## src/rtl/led_status_pkg.sv

```systemverilog
package led_status_pkg;

    localparam int LED_COUNT  = 3;
    localparam int NIB_W      = 4;
    localparam int SEL_W      = (LED_COUNT + 1) * NIB_W;
    localparam int CFG_W      = 8;
    localparam int STEP_MS    = 5;
    localparam int BASE_STEPS = 5;
    localparam int PH_W       = 7;
    localparam int CMP_W      = 12;

    typedef enum logic [1:0] {
        SPD_10   = 2'd0,
        SPD_100  = 2'd1,
        SPD_1000 = 2'd2,
        SPD_NONE = 2'd3
    } speed_e;

    typedef struct packed {
        logic       blink_en;
        logic [2:0] speed_mask;
    } led_nib_t;

    typedef struct packed {
        logic [1:0] unused;
        logic [1:0] duty;
        logic [3:0] period;
    } blink_cfg_t;

    typedef struct packed {
        logic active;
        logic phase_on;
    } blink_state_t;

    function automatic logic [PH_W-1:0] period_ms(input logic [3:0] code);
        return PH_W'(STEP_MS * (int'(code) + BASE_STEPS));
    endfunction

    function automatic logic [3:0] on_eighths(input logic [1:0] code);
        case (code)
            2'd0:    return 4'd6;
            2'd1:    return 4'd4;
            2'd2:    return 4'd2;
            default: return 4'd7;
        endcase
    endfunction

endpackage

```

## src/rtl/led_tick_gen.sv

```systemverilog
module led_tick_gen #(
    parameter int CLKS_PER_US = 200,
    parameter int US_PER_MS   = 1000
) (
    input  logic clk,
    input  logic rst,
    output logic ms_tick
);
    localparam int US_W = $clog2(CLKS_PER_US + 1);
    localparam int MS_W = $clog2(US_PER_MS + 1);

    logic [US_W-1:0] us_cnt;
    logic [MS_W-1:0] ms_cnt;
    logic            us_tick;

    assign us_tick = (us_cnt == US_W'(CLKS_PER_US - 1));
    assign ms_tick = us_tick && (ms_cnt == MS_W'(US_PER_MS - 1));

    always_ff @(posedge clk) begin
        if (rst) begin
            us_cnt <= '0;
            ms_cnt <= '0;
        end else begin
            us_cnt <= us_tick ? '0 : us_cnt + 1'b1;
            if (us_tick) begin
                ms_cnt <= ms_tick ? '0 : ms_cnt + 1'b1;
            end
        end
    end
endmodule

```

## src/rtl/led_blink_gen.sv

```systemverilog
module led_blink_gen
    import led_status_pkg::*;
(
    input  logic         clk,
    input  logic         rst,
    input  logic         ms_tick,
    input  blink_cfg_t   cfg,
    input  logic         act_pulse,
    output blink_state_t state
);
    logic [PH_W-1:0]  ph_cnt;
    logic [PH_W-1:0]  period;
    logic             wrap;
    logic             pending;
    logic             active;
    logic [CMP_W-1:0] pos_scaled;
    logic [CMP_W-1:0] on_limit;

    assign period     = period_ms(cfg.period);
    assign wrap       = ms_tick && (ph_cnt >= period - 1'b1);
    assign pos_scaled = CMP_W'({ph_cnt, 3'b000});
    assign on_limit   = CMP_W'(on_eighths(cfg.duty)) * CMP_W'(period);

    always_ff @(posedge clk) begin
        if (rst) begin
            ph_cnt  <= '0;
            pending <= 1'b0;
            active  <= 1'b0;
        end else begin
            if (ms_tick) begin
                ph_cnt <= wrap ? '0 : ph_cnt + 1'b1;
            end
            if (wrap) begin
                active  <= pending | act_pulse;
                pending <= 1'b0;
            end else begin
                pending <= pending | act_pulse;
            end
        end
    end

    assign state.active   = active;
    assign state.phase_on = (pos_scaled < on_limit);
endmodule

```

## src/rtl/led_lane.sv

```systemverilog
module led_lane
    import led_status_pkg::*;
(
    input  led_nib_t     nib,
    input  logic         link_up,
    input  speed_e       speed,
    input  blink_state_t blink,
    output logic         lit
);
    logic hit;
    logic dark_phase;

    always_comb begin
        hit = 1'b0;
        if (link_up && speed != SPD_NONE) begin
            hit = nib.speed_mask[speed];
        end
    end

    assign dark_phase = nib.blink_en && blink.active && !blink.phase_on;
    assign lit        = hit && !dark_phase;
endmodule

```

## src/rtl/led_status_ctrl.sv

```systemverilog
module led_status_ctrl
    import led_status_pkg::*;
#(
    parameter int CLKS_PER_US = 200,
    parameter int US_PER_MS   = 1000
) (
    input  logic                 clk,
    input  logic                 rst,
    input  logic                 link_up,
    input  logic [1:0]           link_speed,
    input  logic                 act_pulse,
    input  logic                 pwr_down,
    input  logic [SEL_W-1:0]     led_sel,
    input  logic [CFG_W-1:0]     blink_cfg,
    input  logic                 pin1_gpo_mode,
    input  logic                 pin1_gpo_level,
    output logic [LED_COUNT-1:0] led_out,
    output logic [LED_COUNT-1:0] led_oe
);
    localparam int GPO_PIN = 1;

    logic                 ms_tick;
    blink_state_t         blink;
    logic [LED_COUNT-1:0] lit;
    logic [LED_COUNT-1:0] nxt_out;
    logic [LED_COUNT-1:0] nxt_oe;
    logic                 all_off;

    led_tick_gen #(
        .CLKS_PER_US(CLKS_PER_US),
        .US_PER_MS  (US_PER_MS)
    ) u_tick (
        .clk    (clk),
        .rst    (rst),
        .ms_tick(ms_tick)
    );

    led_blink_gen u_blink (
        .clk      (clk),
        .rst      (rst),
        .ms_tick  (ms_tick),
        .cfg      (blink_cfg_t'(blink_cfg)),
        .act_pulse(act_pulse),
        .state    (blink)
    );

    for (genvar i = 0; i < LED_COUNT; i++) begin : g_lane
        led_lane u_lane (
            .nib    (led_nib_t'(led_sel[i*NIB_W +: NIB_W])),
            .link_up(link_up),
            .speed  (speed_e'(link_speed)),
            .blink  (blink),
            .lit    (lit[i])
        );
    end

    assign all_off = (led_sel == '0);

    always_comb begin
        for (int i = 0; i < LED_COUNT; i++) begin
            if (pwr_down) begin
                nxt_out[i] = 1'b1;
                nxt_oe[i]  = 1'b1;
            end else if (all_off) begin
                nxt_out[i] = 1'b1;
                nxt_oe[i]  = 1'b0;
            end else begin
                nxt_out[i] = !lit[i];
                nxt_oe[i]  = 1'b1;
            end
        end
        if (pin1_gpo_mode) begin
            nxt_out[GPO_PIN] = pin1_gpo_level;
            nxt_oe[GPO_PIN]  = 1'b1;
        end
    end

    always_ff @(posedge clk) begin
        if (rst) begin
            led_out <= '1;
            led_oe  <= '0;
        end else begin
            led_out <= nxt_out;
            led_oe  <= nxt_oe;
        end
    end
endmodule

```

## config.mk

```make
export PLATFORM = sky130hd
export DESIGN_NAME = led_status_ctrl
export DESIGN_NICKNAME = d
export VERILOG_FILES = /design/src/rtl/led_status_pkg.sv /design/src/rtl/led_tick_gen.sv /design/src/rtl/led_blink_gen.sv /design/src/rtl/led_lane.sv /design/src/rtl/led_status_ctrl.sv
export SDC_FILE = /design/constraint.sdc
export NUM_CORES = 1
export LEC_CHECK = 0
export BUFFER_PORTS_ARGS = -buffer_cell sky130_fd_sc_hd__buf_2
export CELL_PAD_IN_SITES_DETAIL_PLACEMENT = 0
export CELL_PAD_IN_SITES_GLOBAL_PLACEMENT = 1
export CORE_MARGIN = 2
export CORE_UTILIZATION = 43
export CTS_BUF_LIST = sky130_fd_sc_hd__clkbuf_4 sky130_fd_sc_hd__clkbuf_8 sky130_fd_sc_hd__clkbuf_16
export CTS_CLUSTER_SIZE = 30
export DETAILED_ROUTE_END_ITERATION = 6
export GPL_TIMING_DRIVEN = 0
export PLACE_DENSITY_LB_ADDON = 0.05
export SLEW_MARGIN = 20
export SYNTH_ARGS = -nofsm -noshare
export SYNTH_HDL_FRONTEND = slang
export SYNTH_HIERARCHICAL = 1
export SYNTH_SLANG_ARGS = --single-unit
```

## constraint.sdc

```tcl
create_clock -name clk -period 5.82 [get_ports clk]
set_clock_uncertainty 0.1 [all_clocks]
set_input_delay 0.291 -clock clk [delete_from_list [all_inputs] [get_ports clk]]
set_output_delay 0.291 -clock clk [all_outputs]
set_load 0.01 [all_outputs]
```

==> flow_summary.json, run 1 <==
{
  "yosys_warnings": 6,
  "hold_class": "in2reg",
  "drtAntennaViolNets": 0,
  "dp_slack_ns": 0.08178,
  "crit_end": "led_out[1]",
  "mostFrequentLayoutCells": "buf_2 (39), nor2_1 (36), ha_1 (34), dfxtp_1 (32), nand2_1 (24)",
  "cts.sinks": 32,
  "vias": 2184,
  "io_buffers": 36,
  "post-cts-setup-buffer-count": 0,
  "slew_viol_final": 0,
  "final_layout_size_suffix_gt1_frac": 0.1610,
  "drtIter0Drc": 81,
  "syn_inst": 310,
  "avgSynthCellArea_sq_um": 8.524,
  "cts_made_buffers": 5,
  "max_stage_delay_ns": 0.51,
  "required_ns": 5.88,
  "critPathKind": "in2reg",
  "irDropWorstVdd_mv": 0.1340,
  "tightest_slew_ns": 0.5206,
  "initial_core_util": 0.4463,
  "ys_seq_elements": 32,
  "syn-cell-area_sq_um": 2643,
  "cp_top_family": "adder cells",
  "worst_setup_path_end_kind": "flip-flop",
  "rr_worst_depth": 9,
  "nets": 427,
  "drv_cap": 0,
  "reg2reg_from": "u_tick/us_cnt[0]",
  "htree_num_levels": 2,
  "tns_ns": 0,
  "power.leakage_uw": 0.001425,
  "wl_met3_um": 199,
  "ys_seq_area_frac": 0.2424,
  "grt_overflow": 0,
  "ioPinCount": 39,
  "wl_met1_um": 2846,
  "cts_tree": "yes",
  "cp.depth": 24,
  "async_reset_ff_frac": 0,
  "worstPathArrival_ns": 5.52,
  "hold_buffers": 0,
  "core_sq_um": 5921,
  "grt_usage": 0.1651,
  "clock_latency_ns": 0.28,
  "synth_nets": 384,
  "cp_common_cell": "ha_1",
  "areaGrowthSynthToFinish_pct": 14.58,
  "finalPower_uw": 757.5,
  "grt_pass1_vias": 1876,
  "setup_ws_ns": 0.3529,
  "status": "finished, final reports clean",
  "row_count": 28,
  "setup_viol": 0,
  "cts-resized-gates": 0,
  "hold_violations": 0,
  "path_clk_slew_ns": 0.07,
  "route.detailed.drc": 0,
  "routed_wl_um": 5380,
  "dieWidth_um": 82.39,
  "cts_buffer_depth": 2,
  "rsz0062_at_grt": "false",
  "reg2reg_setup_slack_ns": 3.24,
  "via_per_inst": 5.091,
  "drt_pre_antenna_iters": 4,
  "timing.rr.end": "u_blink/ph_cnt[0]",
  "antenna_found_initial": 0,
  "min_period_ns": 5.467,
  "routedWlPerCell_um": 12.54,
  "final_common_cell": "buf_2",
  "cp_cell_sequence": "buf_2 -> clkbuf_2 -> a21oi_1 -> xnor2_1 -> ha_1 -> ha_1 -> inv_1 -> fa_1 -> or2_2 -> fa_1 -> inv_1 -> ha_1 -> a21oi_1 -> nor2b_1 -> nor2_1 -> xor2_1 -> ha_1 -> a21oi_1 -> o21ai_0 -> o21bai_1 -> a221oi_1 -> o211a_1 -> nor4b_1 -> a22oi_1",
  "synth_edf_count": 0,
  "die_height_um": 82.39,
  "path_buf_inv": 4,
  "relSlewSlack": 0.6504,
  "wl_met2_um": 2307,
  "path_max_fanout": 6,
  "place.gp.congestion": 0.7661,
  "crit_path_start": "blink_cfg[0]",
  "slowest_stage": "fa_1",
  "num_antenna_cells": 0,
  "dr.max_layer_used": "met4",
  "grt_pass1_wl_um": 8721,
  "synth.distinct_cells": 51,
  "hpwl_um": 4321,
  "root_buffer": "clkbuf_8",
  "fmax_mhz": 182.9,
  "power_density_nw_per_um2": 250.2,
  "ys.flop_type": "dfxtp_1",
  "dieArea_sq_um": 6788,
  "startpoint_type": "input port",
  "fin_crit_sh": 0.9394,
  "grt_max_degree": 15
}
## kinds of logic (layout without fill, tap and decap cells)
logic type               after synthesis  in the layout  synth area share
adder cells (fa/ha/maj)               41             41            0.2140
buffers and inverters                 28             72           0.04450
XOR/XNOR                              34             34            0.1155
AND/OR/NAND/NOR                      124            124            0.2476
flip-flops                            32             32            0.2424
multiplexers                           5              5           0.01941
AO/OA/AOI/OAI                         46             46            0.1165
## power breakdown
group	internal (uW)	switching (uW)	leakage (uW)
Combinational	141	178	0.00111
Clock	132	82.2	0.0000586
Sequential	223	1.85	0.000260
## synthesized netlist by cell type (all sizes together), types with 5 or more instances
| library cell | number | area share |
|---|---|---|
| and3 | 6 | 0.014 |
| a21oi | 12 | 0.023 |
| xor2 | 15 | 0.050 |
| nand3b | 5 | 0.019 |
| dfxtp | 32 | 0.24 |
| nand3 | 12 | 0.023 |
| nor2 | 36 | 0.051 |
| xnor2 | 19 | 0.066 |
| buf | 5 | 0.011 |
| nand2 | 24 | 0.034 |
| ha | 34 | 0.16 |
| nor2b | 5 | 0.012 |
| nand4 | 5 | 0.012 |
| nor4 | 7 | 0.017 |
| fa | 7 | 0.053 |
| a21o | 6 | 0.017 |
| inv | 21 | 0.030 |
| o21ai | 10 | 0.019 |
## layer usage
| metal | vias up | GRT usage |
|---|---|---|
| met3 | 2 | 0.03261 |
| met2 | 36 | 0.2532 |
| met1 | 977 | 0.2369 |
| met5 | - | 0 |
| met4 | 0 | 0.04000 |
| li1 | 1169 | - |
## cell type report
| type | instances | area [sq um] |
|---|---|---|
| Clock buffer | 6 | 76.32 |
| Clock inverter | 2 | 35.03 |
| Buffer | 7 | 38.79 |
| Sequential cell | 32 | 640.6 |
| Multi-Input combinational cell | 250 | 1884 |
| Inverter | 21 | 78.83 |
| Fill cell | 587 | 2893 |
| Tap cell | 75 | 93.84 |
| Timing Repair Buffer | 36 | 180.2 |
## state kept, by name, summed over array words and instances, names as in the netlist
register         cells
u_tick/ms_cnt       10
u_tick/us_cnt        8
u_blink/ph_cnt       7
led_out              3
led_oe               2
u_blink/active       1
u_blink/pending      1
## stage by stage
step	utilization	cell area, sq um	hold slack, ns	cells
finish	0.5114	3028	0.1237	429
global route	0.5114	3028	0.1239	429
CTS	0.5114	3028	0.1124	429
detailed placement	0.4926	2917	0.3358	421
global placement	0.4926	2917	0.3302	421
floorplan	-	2643	0.2601	310
## worst register-to-register path, stage by stage, from the launching register on
cell and delay, ns:
dfxtp_1 0.35, ha_1 0.24, nand4bb_1 0.20, buf_2 0.24, nor4_1 0.34, buf_2 0.26, and3_1 0.19, and3_1 0.17
a211o_1 0.29, nor2_1 0.08
## how the worst min path moves through the flow
stage                     start               end  cells past startpoint
2_1_floorplan               rst  u_tick/ms_cnt[2]                      1
3_3_place_gp   u_tick/us_cnt[0]  u_tick/us_cnt[0]                      1
3_5_place_dp   u_tick/us_cnt[0]  u_tick/us_cnt[0]                      1
4_1_cts           pin1_gpo_mode        led_out[1]                      2
5_1_grt           pin1_gpo_mode        led_out[1]                      2
6_report          pin1_gpo_mode        led_out[1]                      2
No activity file was read; power rests on OpenSTA's default activity.
==> inputs of run 2 (changes only) <==
CORE_ASPECT_RATIO = 1.4   (was not set)
CORE_MARGIN = not set   (was 2)
GPL_ROUTABILITY_DRIVEN = 0   (was not set)
==> run 2 against run 1 <==
  * First-iteration DRC count down 14%
  * Register-to-register slack better by 0.02 ns
  * Largest power group unchanged
  * Utilization down 0.092 points
  * Combinational power about the same
  * Worst setup slack better by 0.047 ns
  * Highest routed layer unchanged
==> flow_summary.json, run 2 (synthesized netlist as in run 1, its figures left out) <==
{
  "status": "finished, final reports clean",
  "die_height_um": 94.76,
  "drv_cap": 0,
  "slew_viol_final": 0,
  "relSlewSlack": 0.6702,
  "fin_area_sq_um": 3014,
  "areaGrowthSynthToFinish_pct": 14.06,
  "hpwl_um": 4459,
  "grt_overflow": 0,
  "reg_top3": "u_tick/ms_cnt: 10 flops, u_tick/us_cnt: 8 flops, u_blink/ph_cnt: 7 flops",
  "via_per_inst": 5.205,
  "dp.cells": 416,
  "dieArea_sq_um": 6468,
  "cp_cell_sequence": "buf_2 -> clkbuf_2 -> a21oi_1 -> xnor2_1 -> ha_1 -> ha_1 -> inv_1 -> fa_1 -> or2_2 -> fa_1 -> inv_1 -> ha_1 -> a21oi_1 -> nor2b_1 -> nor2_1 -> xor2_1 -> ha_1 -> a21oi_1 -> o21ai_0 -> o21bai_1 -> a221oi_2 -> o211a_1 -> nor4b_1 -> a22oi_1",
  "routed_wl_um": 5406,
  "grt_pass1_wl_um": 9321,
  "dpl-instance-area_sq_um": 2910,
  "cp_common_cell": "ha_1",
  "routedWlPerCell_um": 12.75,
  "path_buf_inv": 4,
  "nets": 427,
  "tightest_slew_ns": 0.4912,
  "holdWs_ns": 0.1456,
  "fill_cells": 624,
  "htree_num_levels": 2,
  "route.detailed.drc": 0,
  "mostFrequentLayoutCells": "buf_2 (39), nor2_1 (36), ha_1 (34), dfxtp_1 (32), nand2_1 (24)",
  "power.leakage_uw": 0.001420,
  "path_max_fanout": 6,
  "fin_crit_sh": 0.9312,
  "dieWidth_um": 68.26,
  "clock_latency_ns": 0.28,
  "cp_top_family": "adder cells",
  "startpoint_type": "input port",
  "power_density_nw_per_um2": 241.3,
  "critPathKind": "in2reg",
  "slowest_stage": "fa_1",
  "final_common_cell": "buf_2",
  "cts.sinks": 32,
  "grt_pass1_vias": 2174,
  "hold_violations": 0,
  "worstPathArrival_ns": 5.47,
  "grt_usage": 0.1897,
  "io_buffers": 36,
  "worst_setup_path_end_kind": "flip-flop",
  "min_period_ns": 5.420,
  "root_buffer": "clkbuf_8",
  "drtAntennaViolNets": 0,
  "antenna_found_initial": 0,
  "row_count": 33,
  "vias": 2207,
  "ioPinCount": 39,
  "num_antenna_cells": 0,
  "cts_tree": "yes",
  "path_clk_slew_ns": 0.06,
  "final_layout_size_suffix_gt1_frac": 0.1638,
  "drt_pre_antenna_iters": 4,
  "rsz0062_at_grt": "false",
  "hold_class": "in2reg",
  "irDropWorstVdd_mv": 0.1358,
  "top_register": "u_tick/ms_cnt",
  "grt_max_degree": 15,
  "tns_ns": 0,
  "cts_made_buffers": 5,
  "initial_core_util": 0.4476,
  "fmax_mhz": 184.5,
  "required_ns": 5.87,
  "core_sq_um": 5904,
  "final_cells": 424,
  "post-cts-setup-buffer-count": 0,
  "largest_reg_flops": 10,
  "cts_buffer_depth": 2,
  "max_stage_delay_ns": 0.51,
  "drtIter0Drc": 70,
  "setup_viol": 0
}
run 2: changes by cell type in the layout (fill, tap and decap cells not counted), sizes merged:
cell,delta
clkbuf,+2
bufinv,-1
clkinv,-1
run 2: area by class of cell:
type	count	area (sq um)	area share
sequential	32	640.6	0.2125
clock buffer	8	97.59	0.03238
tap	70	87.58	0.02906
timing repair buffer	36	180.2	0.05978
buffer	7	38.79	0.01287
multi-input combinational	250	1891	0.6272
inverter	21	78.83	0.02615
run 2: layer usage:
layer	part of all wire	GRT usage	routed length [um]
met4	0.033	0.09201	176
met5	0	0	0
met2	0.54	0.3497	2940
met3	0.016	0.02415	86
met1	0.41	0.2035	2203
run 2: per-stage QoR:
step,worst slack (ns),util,total power [uW]
6_report,0.4004,0.5105,727.2
5_1_grt,0.002292,0.5105,805.1
4_1_cts,0.2833,0.5094,737.6
3_5_place_dp,0.002549,0.4929,552.3
3_3_place_gp,0.02761,0.4929,547.4
2_1_floorplan,0.7421,-,474.3
run 2: power by group:
part | internal (uW) | switching, uW | total (uW)
registers | 223 | 1.75 | 225
clock network | 106 | 75.4 | 181
logic | 141 | 181 | 322
run 2: final timing paths:
check	startpoint	endpoint	slack [ns]	cells after the start
setup / recovery	blink_cfg[0]	led_out[1]	0.40	24
hold / removal	pin1_gpo_mode	led_out[1]	0.15	2
setup reg to reg	u_tick/us_cnt[0]	u_blink/ph_cnt[6]	3.26	9
hold reg to reg	u_tick/us_cnt[0]	u_tick/us_cnt[0]	0.35	1
run 2: worst register-to-register path, stage by stage, from the launching register on:
cell,delay (ns)
dfxtp_1,0.34
ha_1,0.24
nand4bb_1,0.17
buf_2,0.22
nor4_1,0.36
buf_2,0.26
and3_1,0.19
and3_1,0.18
a211o_1,0.29
nor2_1,0.10
run 2: repair_timing:
action                     4_1_cts  5_1_grt
gates resized for setup          0        1
hold buffers                     0        0
setup endpoints to repair        0        1
